## src/rtl/xip_pkg.sv

```systemverilog
package xip_pkg;
  localparam int XIP_CMD_W  = 8;
  localparam int XIP_ADDR_W = 24;
  localparam int XIP_DATA_W = 32;
  localparam int XIP_PRSC_W = 3;
  localparam int XIP_CDIV_W = 4;
  localparam int XIP_REG_W  = 32;

  // Writable control bits; everything else reads as zero.
  localparam logic [XIP_REG_W-1:0] XIP_WMASK = 32'h07FF_E03F;

  typedef struct packed {
    logic                  en;
    logic [XIP_PRSC_W-1:0] prsc;
    logic                  cpol;
    logic                  cpha;
    logic [XIP_CMD_W-1:0]  cmd;
    logic                  cs_en;
    logic                  hs;
    logic [XIP_CDIV_W-1:0] cdiv;
  } xip_ctrl_t;

  typedef enum logic [1:0] {
    PHY_IDLE,
    PHY_LEAD,
    PHY_SHIFT,
    PHY_GAP
  } phy_state_t;

  function automatic xip_ctrl_t ctrl_decode(input logic [XIP_REG_W-1:0] r);
    xip_ctrl_t c;
    c.en    = r[0];
    c.prsc  = r[3:1];
    c.cpol  = r[4];
    c.cpha  = r[5];
    c.cmd   = r[20:13];
    c.cs_en = r[21];
    c.hs    = r[22];
    c.cdiv  = r[26:23];
    return c;
  endfunction
endpackage

```

## src/rtl/xip_ctrl_reg.sv

```systemverilog
module xip_ctrl_reg
  import xip_pkg::*;
(
  input  logic                 clk,
  input  logic                 rst,
  input  logic                 we,
  input  logic [XIP_REG_W-1:0] wdata,
  input  logic                 phy_busy,
  input  logic                 xip_busy,
  output logic [XIP_REG_W-1:0] rdata,
  output xip_ctrl_t            ctrl
);
  logic [XIP_REG_W-1:0] reg_q;

  // only the defined fields are stored
  always_ff @(posedge clk) begin
    if (rst)     reg_q <= '0;
    else if (we) reg_q <= wdata & XIP_WMASK;
  end

  // live status in the two top bits
  always_comb begin
    rdata = {xip_busy, phy_busy, reg_q[XIP_REG_W-3:0]};
    ctrl  = ctrl_decode(reg_q);
  end
endmodule

```

## src/rtl/xip_sck_gen.sv

```systemverilog
module xip_sck_gen #(
  parameter int PRSC_W = 3,
  parameter int CDIV_W = 4
) (
  input  logic              clk,
  input  logic              rst,
  input  logic              run,
  input  logic              hs,
  input  logic [PRSC_W-1:0] prsc,
  input  logic [CDIV_W-1:0] cdiv,
  output logic              tick
);
  localparam int CNT_W = CDIV_W + (1 << PRSC_W);

  logic [CNT_W-1:0] cnt, half, limit;

  // half-period = (cdiv+1) << prsc, or one cycle in high-speed mode
  always_comb begin
    half  = (CNT_W'(cdiv) + CNT_W'(1)) << prsc;
    limit = hs ? '0 : half - CNT_W'(1);
    tick  = run && (cnt >= limit);
  end

  always_ff @(posedge clk) begin
    if (rst || !run)       cnt <= '0;
    else if (cnt >= limit) cnt <= '0;
    else                   cnt <= cnt + CNT_W'(1);
  end

  p_no_tick_idle_r6: assert property (@(posedge clk) disable iff (rst)
    !run |=> (cnt == '0));
endmodule

```

## src/rtl/xip_spi_phy.sv

```systemverilog
module xip_spi_phy
  import xip_pkg::*;
#(
  parameter int FRAME_W = 64,
  parameter int RX_W    = 32
) (
  input  logic               clk,
  input  logic               rst,
  input  logic               abort,
  input  logic               start,
  input  logic [FRAME_W-1:0] frame,
  input  logic               cpol,
  input  logic               cpha,
  input  logic               cs_en,
  input  logic               tick,
  input  logic               miso,
  output logic               run,
  output logic               busy,
  output logic               done,
  output logic [RX_W-1:0]    rx,
  output logic               sck,
  output logic               csn,
  output logic               mosi
);
  localparam int BIT_W = $clog2(FRAME_W);
  localparam logic [BIT_W-1:0] LAST_BIT = BIT_W'(FRAME_W - 1);

  phy_state_t         st;
  logic [FRAME_W-1:0] tx;
  logic [BIT_W-1:0]   bitcnt;
  logic               trail;
  logic               gap_half;

  always_ff @(posedge clk) begin
    if (rst) begin
      st       <= PHY_IDLE;
      tx       <= '0;
      rx       <= '0;
      bitcnt   <= '0;
      trail    <= 1'b0;
      gap_half <= 1'b0;
      sck      <= 1'b0;
      mosi     <= 1'b0;
      done     <= 1'b0;
    end else begin
      done <= 1'b0;
      if (abort) begin
        // drop the transfer at once
        st  <= PHY_IDLE;
        sck <= cpol;
      end else begin
        case (st)
          PHY_IDLE: begin
            sck <= cpol;
            if (start) begin
              st     <= PHY_LEAD;
              bitcnt <= '0;
              trail  <= 1'b0;
              if (!cpha) begin
                mosi <= frame[FRAME_W-1];
                tx   <= frame << 1;
              end else begin
                tx   <= frame;
              end
            end
          end
          PHY_LEAD: begin
            if (tick) st <= PHY_SHIFT;
          end
          PHY_SHIFT: begin
            if (tick) begin
              if (!trail) begin
                sck   <= ~cpol;
                trail <= 1'b1;
                if (cpha) begin
                  mosi <= tx[FRAME_W-1];
                  tx   <= tx << 1;
                end else begin
                  rx <= {rx[RX_W-2:0], miso};
                end
              end else begin
                sck   <= cpol;
                trail <= 1'b0;
                if (cpha) begin
                  rx <= {rx[RX_W-2:0], miso};
                end else if (bitcnt != LAST_BIT) begin
                  mosi <= tx[FRAME_W-1];
                  tx   <= tx << 1;
                end
                if (bitcnt == LAST_BIT) begin
                  st       <= PHY_GAP;
                  gap_half <= 1'b0;
                  done     <= 1'b1;
                end else begin
                  bitcnt <= bitcnt + BIT_W'(1);
                end
              end
            end
          end
          PHY_GAP: begin
            // chip select high for two half-periods
            if (tick) begin
              if (gap_half) st <= PHY_IDLE;
              else          gap_half <= 1'b1;
            end
          end
          default: st <= PHY_IDLE;
        endcase
      end
    end
  end

  always_comb begin
    busy = (st != PHY_IDLE);
    run  = busy;
    csn  = ~(cs_en && (st == PHY_LEAD || st == PHY_SHIFT));
  end

  p_abort_csn_r9: assert property (@(posedge clk) disable iff (rst)
    abort |=> csn);
  p_done_pulse_r12: assert property (@(posedge clk) disable iff (rst)
    done |=> !done);
  p_sck_idle_r5: assert property (@(posedge clk) disable iff (rst)
    (st == PHY_IDLE) |=> (sck == $past(cpol)));
endmodule

```

## src/rtl/xip_flash_ctrl.sv

```systemverilog
module xip_flash_ctrl
  import xip_pkg::*;
#(
  parameter int ADDR_W = XIP_ADDR_W,
  parameter int DATA_W = XIP_DATA_W
) (
  input  logic                 clk,
  input  logic                 rst,
  input  logic                 ctrl_we,
  input  logic [XIP_REG_W-1:0] ctrl_wdata,
  output logic [XIP_REG_W-1:0] ctrl_rdata,
  input  logic                 rd_req,
  input  logic [ADDR_W-1:0]    rd_addr,
  output logic                 rd_ack,
  output logic                 rd_err,
  output logic [DATA_W-1:0]    rd_data,
  output logic                 spi_csn,
  output logic                 spi_sck,
  output logic                 spi_mosi,
  input  logic                 spi_miso
);
  localparam int FRAME_W = XIP_CMD_W + ADDR_W + DATA_W;
  localparam int NBYTES  = DATA_W / 8;

  xip_ctrl_t          ctrl;
  logic               phy_busy, phy_run, phy_done, tick, start, busy_q;
  logic [DATA_W-1:0]  phy_rx, swapped;
  logic [FRAME_W-1:0] frame;

  xip_ctrl_reg u_reg (
    .clk      (clk),
    .rst      (rst),
    .we       (ctrl_we),
    .wdata    (ctrl_wdata),
    .phy_busy (phy_busy),
    .xip_busy (busy_q),
    .rdata    (ctrl_rdata),
    .ctrl     (ctrl)
  );

  xip_sck_gen #(.PRSC_W(XIP_PRSC_W), .CDIV_W(XIP_CDIV_W)) u_sck (
    .clk  (clk),
    .rst  (rst),
    .run  (phy_run),
    .hs   (ctrl.hs),
    .prsc (ctrl.prsc),
    .cdiv (ctrl.cdiv),
    .tick (tick)
  );

  xip_spi_phy #(.FRAME_W(FRAME_W), .RX_W(DATA_W)) u_phy (
    .clk   (clk),
    .rst   (rst),
    .abort (!ctrl.en),
    .start (start),
    .frame (frame),
    .cpol  (ctrl.cpol),
    .cpha  (ctrl.cpha),
    .cs_en (ctrl.cs_en),
    .tick  (tick),
    .miso  (spi_miso),
    .run   (phy_run),
    .busy  (phy_busy),
    .done  (phy_done),
    .rx    (phy_rx),
    .sck   (spi_sck),
    .csn   (spi_csn),
    .mosi  (spi_mosi)
  );

  // command, address, then room for the data phase
  assign frame = {ctrl.cmd, rd_addr, {DATA_W{1'b0}}};

  // first byte received goes to the lowest byte lane
  for (genvar i = 0; i < NBYTES; i++) begin : g_swap
    assign swapped[8*i +: 8] = phy_rx[DATA_W-8-8*i +: 8];
  end

  assign start = !busy_q && rd_req && ctrl.en && !phy_busy && !rd_ack && !rd_err;

  always_ff @(posedge clk) begin
    if (rst) begin
      busy_q  <= 1'b0;
      rd_ack  <= 1'b0;
      rd_err  <= 1'b0;
      rd_data <= '0;
    end else begin
      rd_ack <= 1'b0;
      rd_err <= 1'b0;
      if (!busy_q) begin
        if (rd_req && !rd_ack && !rd_err && !ctrl.en) rd_err <= 1'b1;
        else if (start) busy_q <= 1'b1;
      end else if (!ctrl.en) begin
        busy_q <= 1'b0;
      end else if (phy_done) begin
        busy_q  <= 1'b0;
        rd_ack  <= 1'b1;
        rd_data <= swapped;
      end
    end
  end

  p_ack_err_excl_r12: assert property (@(posedge clk) disable iff (rst)
    !(rd_ack && rd_err));
  p_ack_after_done_r12: assert property (@(posedge clk) disable iff (rst)
    rd_ack |-> $past(phy_done));
  p_err_disabled_r8: assert property (@(posedge clk) disable iff (rst)
    rd_err |-> $past(!ctrl.en));
endmodule

```

## config.mk

```make
export PLATFORM = sky130hd
export DESIGN_NAME = xip_flash_ctrl
export DESIGN_NICKNAME = d
export VERILOG_FILES = /design/src/rtl/xip_pkg.sv /design/src/rtl/xip_ctrl_reg.sv /design/src/rtl/xip_sck_gen.sv /design/src/rtl/xip_spi_phy.sv /design/src/rtl/xip_flash_ctrl.sv
export SDC_FILE = /design/constraint.sdc
export NUM_CORES = 1
export LEC_CHECK = 0
export ABC_CLOCK_PERIOD_IN_PS = 6400
export BUFFER_PORTS_ARGS = -buffer_cell sky130_fd_sc_hd__buf_4
export CAP_MARGIN = 10
export CORE_MARGIN = 8
export CORE_UTILIZATION = 40
export DETAILED_ROUTE_END_ITERATION = 6
export PLACE_DENSITY_LB_ADDON = 0.05
export SYNTH_ARGS = -nofsm -noshare
export SYNTH_HDL_FRONTEND = slang
export SYNTH_HIERARCHICAL = 1
export SYNTH_SLANG_ARGS = --single-unit
```

## constraint.sdc

```tcl
create_clock -name clk -period 6.4 [get_ports clk]
set_clock_uncertainty 0.1 [all_clocks]
set_input_delay 0.64 -clock clk [delete_from_list [all_inputs] [get_ports clk]]
set_output_delay 0.64 -clock clk [all_outputs]
set_load 0.01 [all_outputs]
```

==> impl_metrics.tcl <==
set metrics [dict create \
    status "finished, final reports clean" \
    post_cts_buffers 0 \
    setup_violations 0 \
    nNetsFinal 1361 \
    die_y_um 174.7 \
    power_density_nw_per_um2 210.2 \
    fp.dieArea_um2 30510 \
    worstMarginPinSlew_ns 1.034 \
    ys_seq_elements 176 \
    viasPerCell 5.268 \
    core_area_um2 24960 \
    synthMuxAreaShare_pct 11.84 \
    slew_violations 0 \
    insertion_delay_ns 0.43 \
    dp_worst_setup_slack_ns 1.045 \
    finalNonFillerCells 1623 \
    power_switching_uw 687.4 \
    r2r-start "u_reg/reg_q[1]" \
    numCtsBuffers 17 \
    synthArstFlopShare_pct 0 \
    hold_path_depth 3 \
    relSlewSlack_pct 30.84 \
    tns_ns 0 \
    rsz0062_at_grt "false" \
    vias 8550 \
    grt_usage_pct 16.22 \
    synth-compound-area-share_pct 23.26 \
    min-delay-start "ctrl_wdata[0]" \
    synth_area_um2 10070 \
    grt_max_degree 114 \
    synth_top_family_by_area "compound AO/OA/AOI/OAI gates" \
    dr.pass1.iters 6 \
    cts-root-buf "clkbuf_16" \
    swShare_pct 28.08 \
    final_common_cell "dfxtp_1" \
    cp.required_ns 6.58 \
    drt_wl_total_mm 25.12 \
    start_kind "register" \
    seq_area_frac_synth_pct 34.99 \
    drt-met1-wl_mm 12.33 \
    ys_types 76 \
    wl_met2_mm 11.67 \
    crit_start "u_reg/reg_q[1]" \
    insertedDiodeCount 0 \
    wire_per_inst_um 15.48 \
    finalHoldViolCount 0 \
    highest_layer "met4" \
    final.setup.worst_slack_ns 0.9797 \
    fmax_ghz 0.1845 \
    synth_edf_count 0 \
    design_area_um2 11650 \
    hp-class "input pin to register" \
    grt_pass1_wl_mm 42.37 \
    path_max_fanout 47 \
    dp_hpwl_mm 15.06 \
    fin_crit_ns 5.420 \
    critPathKind "register to register" \
    place.gp.congestion 0.7846 \
    avgSynthCellArea_um2 8.323 \
    synth_xor_area_share_pct 1.404 \
    ys_warn_count 6 \
    antenna_left 0 \
    min_to "u_reg/reg_q[0]" \
    clock_power_share_pct 44.3 \
    syn_inst 1210 \
    drive_gt1_share_pct 14.23 \
    antenna_found_initial 0 \
    leakagePower_nw 4.129 \
    cts_hold_buffers 0 \
    numPortBuffers 107 \
    seq_power_share_pct 46.1 \
    synthAdderAreaFrac_pct 2.485 \
    synthFlopType "dfxtp_1" \
    area_growth_pct 15.64 \
    worstRegToRegCells 20 \
    end_kind "register" \
    peakVddDrop_mv 0.1728 \
    die_w_um 174.7 \
    intPower_mw 1.761 \
    worstPathArrival_ns 5.60 \
    yosys.area_share.simple_pct 18.15 \
    h-tree-depth 4 \
    combPwrFrac_pct 9.6 \
    cts_resized 0 \
    start_util_pct 40.34 \
    r2r_slack_ns 0.98 \
    io_pins 130 \
    first_iter_violations 552 \
    wl_met3_um 815 \
    fin_crit_sh_pct 84.69 \
    num-fill-cells 2533 \
    cts.sinks 176 \
    drcViolationCount 0 \
    layout_common_cells "dfxtp_1 (175), nand2_1 (143), buf_4 (119)" \
    num_rows 58 \
    overflow 0 \
    cts_tree "done" \
    grt_pass1_vias 8254 \
    dpl-instance-area_um2 11010 \
    r2r-end "u_phy/tx[1]" \
    cts.path.max_buffers 2 \
    maxCapViolCount 0 \
    dp.cells 1591 \
    clkSlewWorstSetupHoldPaths_ns 0.08 \
    total_power_mw 2.448 \
]
-- power groups by stage --
stage	clock (mW)	combinational, mW	sequential (mW)
floorplan	0	0.193	1.14
global placement	0	0.235	1.16
detailed placement	0	0.236	1.16
CTS	1.12	0.236	1.13
global route	1.17	0.264	1.13
finish	1.08	0.235	1.13
-- metrics by stage --
stage / hold WS [ns] / util [%]
after floorplan: 0.3368 / -
after global placement: 0.3454 / 44.12
after detailed placement: 0.3485 / 44.12
after CTS: 0.3166 / 46.65
after global routing: 0.3181 / 46.65
final: 0.3382 / 46.65
-- worst max path at each step --
stage / to / slack (ns) / depth (start not counted)
floorplan: u_phy/tx[0] / 1.88 / 23
global placement: u_phy/tx[44] / 1.08 / 20
detailed placement: u_phy/tx[4] / 1.04 / 20
CTS: u_phy/tx[37] / 1.02 / 20
global route: u_phy/tx[1] / 0.51 / 20
finish: u_phy/tx[1] / 0.98 / 20
-- cells in the mapped netlist, types with 3 or more instances --
cell type / instances / share of area, %
a211oi_1: 3 / 0.22
a21o_1: 6 / 0.45
a21oi_1: 110 / 5.5
a31oi_1: 3 / 0.19
and2_1: 12 / 0.75
and3_1: 10 / 0.62
buf_1: 3 / 0.11
buf_2: 22 / 1.1
buf_4: 34 / 2.5
buf_6: 7 / 0.78
clkbuf_1: 77 / 2.9
dfxtp_1: 176 / 35
ha_1: 20 / 2.5
inv_1: 11 / 0.41
mux2i_1: 118 / 12
nand2_1: 144 / 5.4
nand2b_1: 80 / 5.0
nand3_1: 17 / 0.84
nand4_1: 5 / 0.31
nand4b_1: 3 / 0.26
nor2_1: 39 / 1.5
nor2b_1: 9 / 0.56
nor3_1: 10 / 0.50
o211ai_1: 64 / 4.8
o21a_1: 6 / 0.45
o21ai_0: 77 / 3.8
o31ai_1: 66 / 4.9
or2_2: 3 / 0.19
or3_1: 3 / 0.19
xnor2_1: 10 / 0.87
xor2_1: 3 / 0.26
-- cell type report --
class                      instances  area (µm²)  share of cell area [%]
clock buffer                      17       425.4                   3.653
timing repair buffer             122       944.7                   8.111
inverter                          11       41.29                  0.3545
multi-input combinational        952        6088                   52.28
tap                              330       412.9                   3.545
sequential                       176        3527                   30.29
clock inverter                    15       206.4                   1.773
-- state kept, by name, summed over array words and instances (netlist names), 2 cells and up --
signal        flops
u_phy/rx         32
u_phy/tx         64
u_sck/cnt        12
u_phy/bitcnt      6
rd_data          32
u_phy/st          2
u_reg/reg_q      20
-- cell families after synthesis --
group,after synthesis
AO/OA/AOI/OAI,367
XOR/XNOR,14
buffers and inverters,154
flip-flops,176
other,2
multiplexers,119
AND/OR/NAND/NOR,358
adder cells (fa/ha/maj),20
-- metal layers --
layer	global-route usage [%]	up-vias
met5	0	-
met4	4.451	0
met3	3.194	15
met2	27.05	127
met1	20.95	4049
li1	-	4359
-- worst max-delay path: stages, from the launching register on --
cell,delay (ns)
dfxtp_1,0.67
inv_1,0.21
o21ai_0,0.44
nand2_1,0.11
ha_1,0.25
a21bo_2,0.20
o31ai_2,0.08
and3_1,0.18
a2111oi_0,0.40
nor2_1,0.08
ha_1,0.29
o21a_1,0.11
o21ai_0,0.07
nand2b_1,0.11
nand2_1,0.06
a21oi_1,0.32
mux2i_1,0.16
or3_2,0.71
buf_12,0.30
o31ai_1,0.27
a21oi_1,0.10
Note: power is estimated with default switching activity, not from simulation.
